==> src/rtl/gpio_pkg.sv <==
package gpio_pkg;
  localparam int DW      = 32;
  localparam int REG_CNT = 8;
  localparam int IDX_W   = $clog2(REG_CNT);

  typedef enum logic [IDX_W-1:0] {
    IDX_IN    = 3'd0,
    IDX_OUT   = 3'd1,
    IDX_OE    = 3'd2,
    IDX_INTE  = 3'd3,
    IDX_PTRIG = 3'd4,
    IDX_AUX   = 3'd5,
    IDX_CTRL  = 3'd6,
    IDX_INTS  = 3'd7
  } reg_idx_e;

  // per-bit source select, then mask with the enables
  function automatic logic [DW-1:0] drive_calc(logic [DW-1:0] sw_val,
                                               logic [DW-1:0] aux_val,
                                               logic [DW-1:0] sel,
                                               logic [DW-1:0] en);
    return ((sw_val & ~sel) | (aux_val & sel)) & en;
  endfunction

  function automatic logic [DW-1:0] sample_calc(logic [DW-1:0] lvl,
                                                logic [DW-1:0] en);
    return lvl & ~en;
  endfunction
endpackage

==> src/rtl/gpio_bus_pipe.sv <==
module gpio_bus_pipe
  import gpio_pkg::*;
#(
  parameter int ADDR_W = 6
) (
  input  logic              clk,
  input  logic              rst_n,
  input  logic              req_valid,
  input  logic              req_we,
  input  logic [ADDR_W-1:0] req_addr,
  input  logic [DW-1:0]     req_wdata,
  input  logic [DW-1:0]     rd_word,
  output logic [IDX_W-1:0]  sel_idx,
  output logic              wr_en,
  output logic [DW-1:0]     wr_data,
  output logic              rsp_valid,
  output logic [DW-1:0]     rsp_rdata
);
  localparam int LSB = 2;
  localparam int TOP = LSB + IDX_W;

  logic          mapped;
  logic          s1_v;
  logic [DW-1:0] s1_d;

  generate
    if (ADDR_W > TOP) begin : g_hi
      assign mapped = (req_addr[LSB-1:0] == '0) && (req_addr[ADDR_W-1:TOP] == '0);
    end else begin : g_nohi
      assign mapped = (req_addr[LSB-1:0] == '0);
    end
  endgenerate

  assign sel_idx = req_addr[TOP-1:LSB];
  assign wr_en   = req_valid && req_we && mapped;
  assign wr_data = req_wdata;

  always_ff @(posedge clk) begin
    if (!rst_n) begin
      s1_v      <= 1'b0;
      s1_d      <= '0;
      rsp_valid <= 1'b0;
      rsp_rdata <= '0;
    end else begin
      s1_v      <= req_valid;
      s1_d      <= (req_valid && !req_we && mapped) ? rd_word : '0;
      rsp_valid <= s1_v;
      rsp_rdata <= s1_v ? s1_d : '0;
    end
  end
endmodule

==> src/rtl/gpio_regfile.sv <==
module gpio_regfile
  import gpio_pkg::*;
(
  input  logic             clk,
  input  logic             rst_n,
  input  logic             wr_en,
  input  logic [IDX_W-1:0] sel_idx,
  input  logic [DW-1:0]    wr_data,
  input  logic [DW-1:0]    samp_in,
  output logic [DW-1:0]    rd_word,
  output logic [DW-1:0]    out_reg,
  output logic [DW-1:0]    oe_reg,
  output logic [DW-1:0]    aux_reg,
  output logic [DW-1:0]    ints_reg
);
  logic [DW-1:0] regs [REG_CNT];

  assign regs[0] = '0;  // input slot is not stored here

  generate
    for (genvar g = 1; g < REG_CNT; g++) begin : g_reg
      always_ff @(posedge clk) begin
        if (!rst_n)
          regs[g] <= '0;
        else if (wr_en && sel_idx == IDX_W'(g))
          regs[g] <= wr_data;
      end
    end
  endgenerate

  always_comb begin
    if (sel_idx == IDX_IN)
      rd_word = samp_in | regs[IDX_OUT];
    else
      rd_word = regs[sel_idx];
  end

  assign out_reg  = regs[IDX_OUT];
  assign oe_reg   = regs[IDX_OE];
  assign aux_reg  = regs[IDX_AUX];
  assign ints_reg = regs[IDX_INTS];
endmodule

==> src/rtl/gpio_pad_stage.sv <==
module gpio_pad_stage
  import gpio_pkg::*;
(
  input  logic          clk,
  input  logic          rst_n,
  input  logic          tick,
  input  logic [DW-1:0] pad_in,
  input  logic [DW-1:0] aux_in,
  input  logic [DW-1:0] out_reg,
  input  logic [DW-1:0] oe_reg,
  input  logic [DW-1:0] aux_reg,
  output logic [DW-1:0] drive_q,
  output logic [DW-1:0] samp_q,
  output logic          chg_q
);
  logic [DW-1:0] drive_nx;

  assign drive_nx = drive_calc(out_reg, aux_in, aux_reg, oe_reg);

  always_ff @(posedge clk) begin
    if (!rst_n) begin
      drive_q <= '0;
      samp_q  <= '0;
      chg_q   <= 1'b0;
    end else begin
      chg_q <= tick && (drive_nx != drive_q);
      if (tick) begin
        drive_q <= drive_nx;
        samp_q  <= sample_calc(pad_in, oe_reg);
      end
    end
  end
endmodule

==> src/rtl/gpio_regbank.sv <==
module gpio_regbank
  import gpio_pkg::*;
#(
  parameter int ADDR_W = 6
) (
  input  logic              clk,
  input  logic              rst_n,
  input  logic              req_valid,
  input  logic              req_we,
  input  logic [ADDR_W-1:0] req_addr,
  input  logic [31:0]       req_wdata,
  output logic              rsp_valid,
  output logic [31:0]       rsp_rdata,
  input  logic              tick,
  input  logic [31:0]       pad_in,
  input  logic [31:0]       aux_in,
  output logic [31:0]       pad_out,
  output logic [31:0]       pad_oe,
  output logic              out_changed,
  output logic              irq
);
  logic [IDX_W-1:0] sel_idx;
  logic             wr_en;
  logic [DW-1:0]    wr_data, rd_word, samp_in;
  logic [DW-1:0]    out_reg, oe_reg, aux_reg, ints_reg;

  // named events for the checker
  logic ev_wr_in, ev_ints_clear;
  assign ev_wr_in      = wr_en && (sel_idx == IDX_IN);
  assign ev_ints_clear = wr_en && (sel_idx == IDX_INTS) && (wr_data == '0);

  gpio_bus_pipe #(.ADDR_W(ADDR_W)) bus_i (
    .clk, .rst_n, .req_valid, .req_we, .req_addr, .req_wdata,
    .rd_word, .sel_idx, .wr_en, .wr_data, .rsp_valid, .rsp_rdata
  );

  gpio_regfile rf_i (
    .clk, .rst_n, .wr_en, .sel_idx, .wr_data, .samp_in,
    .rd_word, .out_reg, .oe_reg, .aux_reg, .ints_reg
  );

  gpio_pad_stage pad_i (
    .clk, .rst_n, .tick, .pad_in, .aux_in, .out_reg, .oe_reg, .aux_reg,
    .drive_q(pad_out), .samp_q(samp_in), .chg_q(out_changed)
  );

  assign pad_oe = oe_reg;
  assign irq    = |ints_reg;
endmodule

==> config.mk <==
export PLATFORM = sky130hd
export DESIGN_NAME = gpio_regbank
export DESIGN_NICKNAME = d
export VERILOG_FILES = /design/src/rtl/gpio_pkg.sv /design/src/rtl/gpio_bus_pipe.sv /design/src/rtl/gpio_regfile.sv /design/src/rtl/gpio_pad_stage.sv /design/src/rtl/gpio_regbank.sv
export SDC_FILE = /design/constraint.sdc
export NUM_CORES = 1
export LEC_CHECK = 0
export BUFFER_PORTS_ARGS = -buffer_cell sky130_fd_sc_hd__buf_2
export CAP_MARGIN = 25
export CELL_PAD_IN_SITES_DETAIL_PLACEMENT = 1
export CELL_PAD_IN_SITES_GLOBAL_PLACEMENT = 2
export CORE_ASPECT_RATIO = 1.25
export CORE_MARGIN = 2
export CORE_UTILIZATION = 36
export CTS_CLUSTER_SIZE = 28
export DETAILED_ROUTE_END_ITERATION = 8
export GPL_TIMING_DRIVEN = 0
export PLACE_DENSITY_LB_ADDON = 0.12
export SYNTH_ARGS = -nofsm -noshare
export SYNTH_HDL_FRONTEND = slang
export SYNTH_SLANG_ARGS = --single-unit
==> constraint.sdc <==
create_clock -name clk -period 1.4 [get_ports clk]
set_input_delay 0 -clock clk [delete_from_list [all_inputs] [get_ports clk]]
set_output_delay 0 -clock clk [all_outputs]
set_load 0.01 [all_outputs]
==> summary.txt, run 1 <==
CTS clock-pin slew for the worst setup and hold paths - 60 ps
Grt ovf - 0
Gpl congestion - 0.862
Boundary Pins - 206
Combinational family with the most area after synthesis - simple AND/OR/NAND/NOR gates
Worst slack at placement - -1090 ps
WL/cell - 24.6 µm
Final Max Slew Viols - 0
Adder-Cell Fraction of Synth Area - 0%
Max Buffers Root-to-Sink - 3
Layout Nets - 2143
Drt pass-1 iters - 5
Vias - 14100
Hold Slack - -14.5 ps
Worst min path class - in2reg
Worst EP required - 1820 ps
PortBufs - 203
Post-synth top flop - dfxtp_1
Crit Path Class - reg2reg
Vias per cell - 5.35
DP Wirelength - 45800 µm
Setup TNS - -986 ps
Clk network pwr share - 47.7%
Run status - finished with violations
Period utilization - 135%
Synthesized Nets - 1823
Post-synth EDFFs - 0
Syn Inst Count - 1716
Clock sink count - 355
N_diodes - 0
Xor/xnor share of the synthesized area - 1.79%
Pin count of the biggest net entering global routing - 14
First-pass GRT wire length - 94300 µm
Slowest-stage cell, CP - dfxtp_2
Vias in the first global route - 14500
Final setup fails - 2
Mapped Area - 15700 µm²
CTS tree - yes
Clk Latency, worst-skew pair - 540 ps
Drt drc - 0
R2r endpoint - pad_i.chg_q$_SDFF_PN0_
Synth Area in Simple Gates - 19.4%
Reg power frac - 45.5%
Reg-to-reg startpoint - rf_i.aux_reg[2]$_SDFFE_PN0P_
Synth area leaders - dfxtp_1 (45%), nand2_1 (11%), a21boi_1 (7.2%)
Initial Util - 36.4%
Die Footprint - 45300 µm²
Placed cell count - 2484
Die Wd - 191 µm
Critical-path cell list - mux2i_1 > nor2b_2 > buf_4 > xnor2_1 > nand4_1 > nor4_4 > a21oi_2
Post-route ant nets - 0
Failing checks - hold timing, setup timing
Layout cells sized above 1 - 23.3%
CTS H-Tree Depth - 2
CTS Buf Count - 39
Register area share after synthesis - 45.3%
Final setup margin - -493 ps
Switching portion of total power - 23.4%
Psw - 5.26 mW
WP buf/inv - 1
Hold path endpoint - rf_i.regs[127]$_SDFFE_PN0P_
Combinational power share - 6.7%
Hold violation count in the final report - 1
Tmin final - 1890 ps
Crit-path leading delay family - simple AND/OR/NAND/NOR gates
Layout area overhead - 25.7%
# Max-Cap Violations - 0
Die Y - 237 µm
Max reg flops - 96
Routed WL - 64700 µm
Synthesized area per cell - 9.14 µm²
Power Density - 1140 nW/µm²
P_leak - 7.44 nW
FF-to-FF setup slack - -490 ps
Core Area - 43100 µm²
Max Fclk - 0.528 GHz
Std cell rows - 85
All-layer global routing usage - 28.5%
Worst hold path depth - 5
Crit-path max cell delay - 390 ps
Relative slew margins - 30.3%
Initial drt markers - 737
Startpoint Class - flip-flop
Yosys reg bits - 355
Most flops, register - rf_i.regs
Multiplexer share of the synthesized area - 11.0%
Commonest non-fill, non-tap cell in the layout - nand2_1
Arr. time, crit path - 2310 ps
Slew @ Worst Pin - 1050 ps
Cell variety after synth - 35
Commonest non-fill, non-tap cells in the layout - nand2_1 (452), dfxtp_1 (344), buf_2 (229), a21boi_1 (152), a21boi_0 (104)
Fin cells - 2628
Hold Crit Start - req_addr[4]
Crit Path Max Fanout - 3
Peak VDD IR - 0.803 mV
Synth warn - 0
Final setup skew - 12.5 ps
Synth top area share - 45.3%
RSZ-0062 raised after global routing - yes
Ys async rst share - 0%
Antenna violations before repair - 0
Root buffer selected by CTS - clkbuf_16
Cell accounting for the most synthesized area - dfxtp_1
Int Pwr - 17.2 mW
Synth Area in Compound Gates - 17.4%
Worst r2r path cells - 7
CP endpoint kind - flip-flop
==> stage by stage <==
step / area [µm²] / util, % / hold slack (ps) / total power [mW]
2_1_floorplan: 15700 / - / 135 / 11.1
3_3_place_gp: 17400 / 40.4 / 289 / 11.8
3_5_place_dp: 17400 / 40.4 / 292 / 11.8
4_1_cts: 19600 / 45.5 / -5.59 / 22.6
5_1_grt: 19700 / 45.8 / 29.2 / 23.1
6_report: 19700 / 45.8 / -14.5 / 22.4
==> how the worst max path moves through the flow <==
stage / startpoint / to / slack [ps] / depth (start not counted)
finish: rf_i.aux_reg[2]$_SDFFE_PN0P_ / pad_i.chg_q$_SDFF_PN0_ / -490 / 7
global route: rf_i.ints_reg[19]$_SDFFE_PN0P_ / irq / -540 / 4
CTS: rf_i.ints_reg[19]$_SDFFE_PN0P_ / irq / -540 / 4
detailed placement: rf_i.aux_reg[2]$_SDFFE_PN0P_ / pad_i.chg_q$_SDFF_PN0_ / -1090 / 6
global placement: rf_i.aux_reg[2]$_SDFFE_PN0P_ / pad_i.chg_q$_SDFF_PN0_ / -1060 / 6
floorplan: req_addr[1] / rf_i.regs[100]$_SDFFE_PN0P_ / 120 / 7
==> repair_timing <==
item                                   4_1_cts  5_1_grt
setup buffers                                1        5
hold buffers                                70        1
pin swaps                                    7       11
endpoints found under the hold margin      259        1
resized for setup                           45       62
setup endpoints to repair                   55      112
==> Yosys cell counts (2+ instances only) <==
| master | instances |
|---|---|
| nor2_1 | 2 |
| buf_4 | 43 |
| clkbuf_1 | 84 |
| o21ai_0 | 64 |
| nor4_1 | 10 |
| xnor2_1 | 32 |
| buf_2 | 28 |
| nand2_1 | 452 |
| and2_1 | 3 |
| nand4_1 | 10 |
| a21boi_0 | 105 |
| mux2_2 | 32 |
| a221o_1 | 32 |
| a21boi_1 | 151 |
| mux4_2 | 32 |
| nand2b_1 | 32 |
| nor2b_1 | 66 |
| and3_1 | 32 |
| nand3_1 | 2 |
| nand3b_1 | 35 |
| dfxtp_1 | 355 |
| buf_1 | 4 |
| mux2i_1 | 64 |
| nor3_2 | 3 |
| a21oi_1 | 33 |
==> worst min-delay path: stages <==
cell	delay [ps]
buf_2	130
nand4_4	110
nor3_2	80
nand2_1	70
a21boi_0	80
==> routing by layer <==
layer | routed length, µm | global-route usage, %
met5 | 0 | 0
met4 | 2780 | 11.8
met3 | 2800 | 3.23
met2 | 32100 | 50.0
met1 | 27000 | 35.2
==> cells by family after synthesis <==
family / after synthesis
buffers and inverters: 161
and+or+nand+nor: 655
AOI/OAI and AO/OA: 385
muxes: 128
DFF: 355
xor gates and xnor gates: 32
==> layout make-up <==
cell class                 count  area, µm²
clock inverter                12        163
timing repair buffer         279       1770
multi-input combinational   1200       7980
clock buffer                  56       1140
sequential                   355       7120
buffer                       160        842
inverter                       1       3.75
tap                          565        707
fill                        5048      23300
==> power groups by stage <==
| stage | Combinational, mW | Sequential [mW] | Clock (mW) |
|---|---|---|---|
| finish | 1.51 | 10.2 | 10.7 |
| floorplan | 0.631 | 10.4 | 0 |
| global placement | 1.33 | 10.4 | 0 |
| detailed placement | 1.33 | 10.4 | 0 |
| CTS | 1.49 | 10.2 | 10.9 |
| global route | 1.59 | 10.2 | 11.3 |
No activity file was read; power rests on OpenSTA's default activity.
==> run 2: changes to the inputs <==
- SETUP_SLACK_MARGIN: default -> 0.4
==> summary.txt, run 2 (same netlist as run 1, synthesis figures left out) <==
Run status - finished with violations (unchanged)
Failing checks - hold timing, setup timing (unchanged)
Fin cells - 2698 (was 2628)
Max Fclk - 0.528 GHz (about the same)
Die Footprint - 45300 µm² (unchanged)
Die Wd - 191 µm (unchanged)
Worst hold path depth - 5 (unchanged)
Peak VDD IR - 0.731 mV (was 0.803 mV)
Hold Slack - -23.1 ps (was -14.5 ps)
Period utilization - 135% (about the same)
Final Max Slew Viols - 0 (unchanged)
Clock sink count - 355 (unchanged)
Relative slew margins - 40.6% (was 30.3%)
Vias - 14600 (was 14100)
Grt ovf - 0 (unchanged)
Worst slack at placement - -1290 ps (was -1090 ps)
Gpl congestion - 0.851 (was 0.862)
Pin count of the biggest net entering global routing - 13 (was 14)
CTS tree - yes (unchanged)
Final setup skew - 10.5 ps (was 12.5 ps)
Boundary Pins - 206 (unchanged)
Setup TNS - -972 ps (was -986 ps)
Critical-path cell list - nor4_4 > nand4_1 > or2_4 > buf_6 (was mux2i_1 > nor2b_2 > buf_4 > xnor2_1 > nand4_1 > nor4_4 > a21oi_2)
Drt drc - 0 (unchanged)
Routed WL - 68100 µm (was 64700 µm)
Worst min path class - in2reg (unchanged)
CTS Buf Count - 40 (was 39)
Core Area - 43100 µm² (unchanged)
CP endpoint kind - primary output (was flip-flop)
Fillcell total - 4758 (was 5048)
Final setup fails - 2 (unchanged)
Hold path endpoint - pad_i.drive_q[6]$_SDFFE_PN0P_ (was rf_i.regs[127]$_SDFFE_PN0P_)
Std cell rows - 85 (unchanged)
Root buffer selected by CTS - clkbuf_16 (unchanged)
RSZ-0062 raised after global routing - yes (unchanged)
Layout cells sized above 1 - 44.4% (was 23.3%)
Reg-to-reg startpoint - rf_i.aux_reg[22]$_SDFFE_PN0P_ (was rf_i.aux_reg[2]$_SDFFE_PN0P_)
Crit Path Class - reg2out (was reg2reg)
Final setup margin - -495 ps (was -493 ps)
Post-route ant nets - 0 (unchanged)
Arr. time, crit path - 1890 ps (was 2310 ps)
Hold Crit Start - aux_in[6] (was req_addr[4])
Most flops, register - rf_i.regs (unchanged)
P_leak - 8.58 nW (was 7.44 nW)
Tot Pwr - 22.4 mW (about the same)
Commonest non-fill, non-tap cell in the layout - nand2_1 (unchanged)
Initial drt markers - 753 (was 737)
Vias in the first global route - 15000 (was 14500)
Commonest non-fill, non-tap cells in the layout - nand2_1 (338), dfxtp_1 (223), buf_2 (165), a21boi_1 (148), buf_6 (101) (was nand2_1 (452), dfxtp_1 (344), buf_2 (229), a21boi_1 (152), a21boi_0 (104))
WL/cell - 25.2 µm (was 24.6 µm)
Slowest-stage cell, CP - dfxtp_2 (unchanged)
Worst EP required - 1400 ps (was 1820 ps)
Worst r2r path cells - 6 (was 7)
R2r endpoint - pad_i.chg_q$_SDFF_PN0_ (unchanged)
DP Wirelength - 45100 µm (was 45800 µm)
Vias per cell - 5.42 (was 5.35)
Max reg flops - 96 (unchanged)
CTS H-Tree Depth - 2 (unchanged)
CP Launch Point - rf_i.ints_reg[2]$_SDFFE_PN0P_ (was rf_i.aux_reg[2]$_SDFFE_PN0P_)
Placed cell count - 2484 (unchanged)
Initial Util - 36.4% (unchanged)
Tmin final - 1890 ps (about the same)
# Max-Cap Violations - 0 (unchanged)
Max Buffers Root-to-Sink - 3 (unchanged)
Startpoint Class - flip-flop (unchanged)
Crit Path Max Fanout - 3 (unchanged)
N_diodes - 0 (unchanged)
First-pass GRT wire length - 96000 µm (was 94300 µm)
Final instance area - 23300 µm² (was 19700 µm²)
Layout area overhead - 48.2% (was 25.7%)
Crit-path max cell delay - 360 ps (was 390 ps)
Die Y - 237 µm (unchanged)
Slew @ Worst Pin - 891 ps (was 1050 ps)
All-layer global routing usage - 28.7% (was 28.5%)
Hold violation count in the final report - 4 (was 1)
FF-to-FF setup slack - -480 ps (was -490 ps)
Reg area - 7450 µm² (was 7120 µm²)
PortBufs - 203 (unchanged)
Finished Core Util - 54.0% (was 45.8%)
Layout Nets - 2210 (was 2143)
Placed cell area - 17800 µm² (was 17400 µm²)
CTS clock-pin slew for the worst setup and hold paths - 70 ps (was 60 ps)
Drt pass-1 iters - 4 (was 5)
Antenna violations before repair - 1 (was 0)
Power Density - 963 nW/µm² (was 1140 nW/µm²)
Clk Latency, worst-skew pair - 550 ps (was 540 ps)
Multi-input gate area - 9270 µm² (was 7980 µm²)
## run 2: cell count changes in the layout (fill, tap and decap cells not counted), moves of 52 or more
cell,delta
buf_6,+99
dfxtp_4,+69
nand2_4,+77
a21boi_0,-65
buf_2,-64
dfxtp_1,-121
a21boi_2,+69
dfxtp_2,+52
nand2_1,-114
## run 2: cell type report
class	count	area share (%)
Clock buffer	63	5.24
Tap cell	565	3.04
Inverter	1	0.0323
Sequential cell	355	32.0
Buffer	160	6.53
Clock inverter	9	0.334
Timing Repair Buffer	345	12.9
Multi-Input combinational cell	1200	39.9
## run 2: worst max-delay path: cells and delay by family (launching register included)
kind          cells  cell delay (ps)
simple gates      3              860
buf+inv           1              120
flops             1              360
## run 2: routing by layer
layer / up-vias / GRT usage, % / part of all wire (%)
li1: 6640 / - / -
met1: 7419 / 36.7 / 43
met2: 425 / 49.4 / 49
met3: 133 / 4.19 / 4.3
met4: 0 / 9.09 / 3.6
met5: - / 0 / 0
## run 2: repair_timing
item | in CTS | in global routing
setup endpoints to repair | 395 | 397
pin swaps | 47 | 84
endpoints found under the hold margin | 263 | 0
resized for setup | 382 | 420
buffers inserted | 31 | 28
cloned | 5 | 13
hold buffers | 65 | 0
## run 2: worst max-delay path by stage
| stage | cells past startpoint | slack [ps] | to |
|---|---|---|---|
| after floorplan | 6 | 140 | pad_i.chg_q$_SDFF_PN0_ |
| after global placement | 6 | -1290 | pad_i.chg_q$_SDFF_PN0_ |
| after detailed placement | 6 | -1290 | pad_i.chg_q$_SDFF_PN0_ |
| after CTS | 6 | -520 | pad_i.chg_q$_SDFF_PN0_ |
| after global routing | 6 | -550 | pad_i.chg_q$_SDFF_PN0_ |
| final | 4 | -490 | irq |
## run 2: where the power goes
part / internal [mW] / switching (mW) / leakage (nW)
Sequential: 10.0 / 0.0510 / 2.95
Combinational: 0.728 / 0.970 / 4.99
Clock: 6.16 / 4.44 / 0.644
Total: 16.9 / 5.46 / 8.58
==> run 3: changes to the inputs <==
- SETUP_SLACK_MARGIN: 0.4 -> 0.3
==> summary.txt, run 3 (same netlist as run 1, synthesis figures left out) <==
Crit-path leading delay family - simple AND/OR/NAND/NOR gates (unchanged)
Worst r2r path cells - 6 (unchanged)
Critical-path cell list - nor4_4 > nand4_1 > or2_4 > buf_6 (unchanged)
Clk Latency, worst-skew pair - 560 ps (was 550 ps)
Vias in the first global route - 14800 (was 15000)
Startpoint Class - flip-flop (unchanged)
Slowest-stage cell, CP - nor4_4 (was dfxtp_2)
Std cell rows - 85 (unchanged)
R2r endpoint - pad_i.chg_q$_SDFF_PN0_ (unchanged)
Final setup margin - -537 ps (was -495 ps)
Core Area - 43100 µm² (unchanged)
Hold Crit Start - aux_in[21] (was aux_in[6])
CTS tree - yes (unchanged)
Crit-path max cell delay - 380 ps (was 360 ps)
Clock sink count - 355 (unchanged)
Commonest non-fill, non-tap cells in the layout - nand2_1 (440), dfxtp_1 (221), buf_2 (178), a21boi_1 (151), a21boi_0 (100) (was nand2_1 (338), dfxtp_1 (223), buf_2 (165), a21boi_1 (148), buf_6 (101))
Hold_buf cts - 65 (unchanged)
Run status - finished with violations (unchanged)
Hold violation count in the final report - 7 (was 4)
Crit Path Max Fanout - 2 (was 3)
Commonest non-fill, non-tap cell in the layout - nand2_1 (unchanged)
Tot Pwr - 22.8 mW (was 22.4 mW)
Boundary Pins - 206 (unchanged)
FF-to-FF setup slack - -480 ps (about the same)
Layout cells sized above 1 - 35.1% (was 44.4%)
Layout Nets - 2160 (was 2210)
Root buffer selected by CTS - clkbuf_16 (unchanged)
First-pass GRT wire length - 97900 µm (was 96000 µm)
Final Max Slew Viols - 0 (unchanged)
Drt pass-1 iters - 5 (was 4)
Hold path endpoint - pad_i.drive_q[21]$_SDFFE_PN0P_ (was pad_i.drive_q[6]$_SDFFE_PN0P_)
WP buf/inv - 1 (unchanged)
Grt ovf - 0 (unchanged)
RSZ-0062 raised after global routing - yes (unchanged)
Max Fclk - 0.516 GHz (was 0.528 GHz)
Die Y - 237 µm (unchanged)
Finished Core Util - 49.5% (was 54.0%)
CTS H-Tree Depth - 2 (unchanged)
Pin count of the biggest net entering global routing - 14 (was 13)
Antenna violations before repair - 2 (was 1)
WL/cell - 25.5 µm (was 25.2 µm)
Tmin final - 1940 ps (was 1890 ps)
Initial drt markers - 795 (was 753)
Worst EP required - 1400 ps (about the same)
PortBufs - 203 (unchanged)
Initial Util - 36.4% (unchanged)
DP Wirelength - 46500 µm (was 45100 µm)
Vias per cell - 5.40 (was 5.42)
Arr. time, crit path - 1940 ps (was 1890 ps)
N_diodes - 0 (unchanged)
Vias - 14300 (was 14600)
Power Density - 1070 nW/µm² (was 963 nW/µm²)
Die Footprint - 45300 µm² (unchanged)
Crit Path Class - reg2out (unchanged)
P_leak - 7.94 nW (was 8.58 nW)
Most flops, register - rf_i.regs (unchanged)
Worst min path class - in2reg (unchanged)
Period utilization - 138% (was 135%)
Routed WL - 67600 µm (was 68100 µm)
Reg-to-reg startpoint - rf_i.aux_reg[22]$_SDFFE_PN0P_ (unchanged)
CP endpoint kind - primary output (unchanged)
Layout area overhead - 35.9% (was 48.2%)
Final setup skew - 16.0 ps (was 10.5 ps)
CTS clock-pin slew for the worst setup and hold paths - 60 ps (was 70 ps)
All-layer global routing usage - 29.6% (was 28.7%)
Post-route ant nets - 0 (unchanged)
# Max-Cap Violations - 0 (unchanged)
Gpl congestion - 0.866 (was 0.851)
Worst slack at placement - -1070 ps (was -1290 ps)
Hold Slack - -25.2 ps (was -23.1 ps)
Fillcell total - 4849 (was 4758)
CTS Buf Count - 40 (unchanged)
Failing checks - hold timing, setup timing (unchanged)
Die Wd - 191 µm (unchanged)
Final setup fails - 4 (was 2)
Peak VDD IR - 0.718 mV (was 0.731 mV)
Slew @ Worst Pin - 1010 ps (was 891 ps)
Drt drc - 0 (unchanged)
Relative slew margins - 32.4% (was 40.6%)
Max reg flops - 96 (unchanged)
Max Buffers Root-to-Sink - 3 (unchanged)
Worst hold path depth - 5 (unchanged)
-- run 3: changes by cell type in the layout (fill, tap and decap cells not counted), sizes merged --
cell      before  now
clkbuf       148  134
clkinvlp       1    0
inv            2    3
clkinv         6    8
buf          355  314
bufinv         1    3
-- run 3: area by class of cell --
cell class | instances | area (µm²) | area share (%)
multi-input cells | 1200 | 8380 | 39.3
flip-flops and latches | 355 | 7450 | 35.0
repair buffers | 295 | 2150 | 10.1
plain buffers | 160 | 1270 | 5.96
clock buffers | 58 | 1210 | 5.67
well taps | 565 | 707 | 3.32
clock inverters | 13 | 148 | 0.692
inverters | 1 | 3.75 | 0.0176
-- run 3: per-layer routing --
metal / track usage [%] / wire, µm
met5: 0 / 0
met4: 12.2 / 3010
met3: 3.88 / 3450
met2: 51.6 / 33500
met1: 36.5 / 27700
-- run 3: worst max path at each step --
stage	cells after the start	end	slack, ps	startpoint
floorplan	6	pad_i.chg_q$_SDFF_PN0_	140	rf_i.aux_reg[3]$_SDFFE_PN0P_
global placement	6	pad_i.chg_q$_SDFF_PN0_	-1120	rf_i.out_reg[2]$_SDFFE_PN0P_
detailed placement	6	pad_i.chg_q$_SDFF_PN0_	-1070	rf_i.out_reg[2]$_SDFFE_PN0P_
CTS	4	irq	-540	rf_i.ints_reg[19]$_SDFFE_PN0P_
global route	4	irq	-560	rf_i.ints_reg[19]$_SDFFE_PN0P_
finish	4	irq	-540	rf_i.ints_reg[19]$_SDFFE_PN0P_
-- run 3: what timing repair did --
item / 4_1_cts / 5_1_grt
endpoints found under the setup margin: 399 / 317
buffers inserted: 7 / 18
cloned: 0 / 2
gates resized for setup: 368 / 217
pin swaps: 22 / 45
endpoints found under the hold margin: 263 / 1
-- run 3: power breakdown --
group          switching, mW  internal, mW  leakage, nW
Clock                   4.50          6.55        0.680
Combinational          0.957         0.675         4.30
Sequential            0.0473          10.0         2.96
-- run 3: worst reg2reg max path, stage by stage, from the launching register on --
cell and delay, ps:
dfxtp_2 340, mux2i_1 230, nor2b_2 90, xnor2_2 310, nand4_1 280, nor4_4 380
a21oi_2 120
-- run 3: metrics by stage --
step	cell area, µm²	std cells	TNS, ps
floorplan	15900	1716	0
global placement	17600	2484	-164380
detailed placement	17600	2484	-177290
CTS	20600	2627	-1060
global route	21300	2647	-1230
finish	21300	2647	-1100
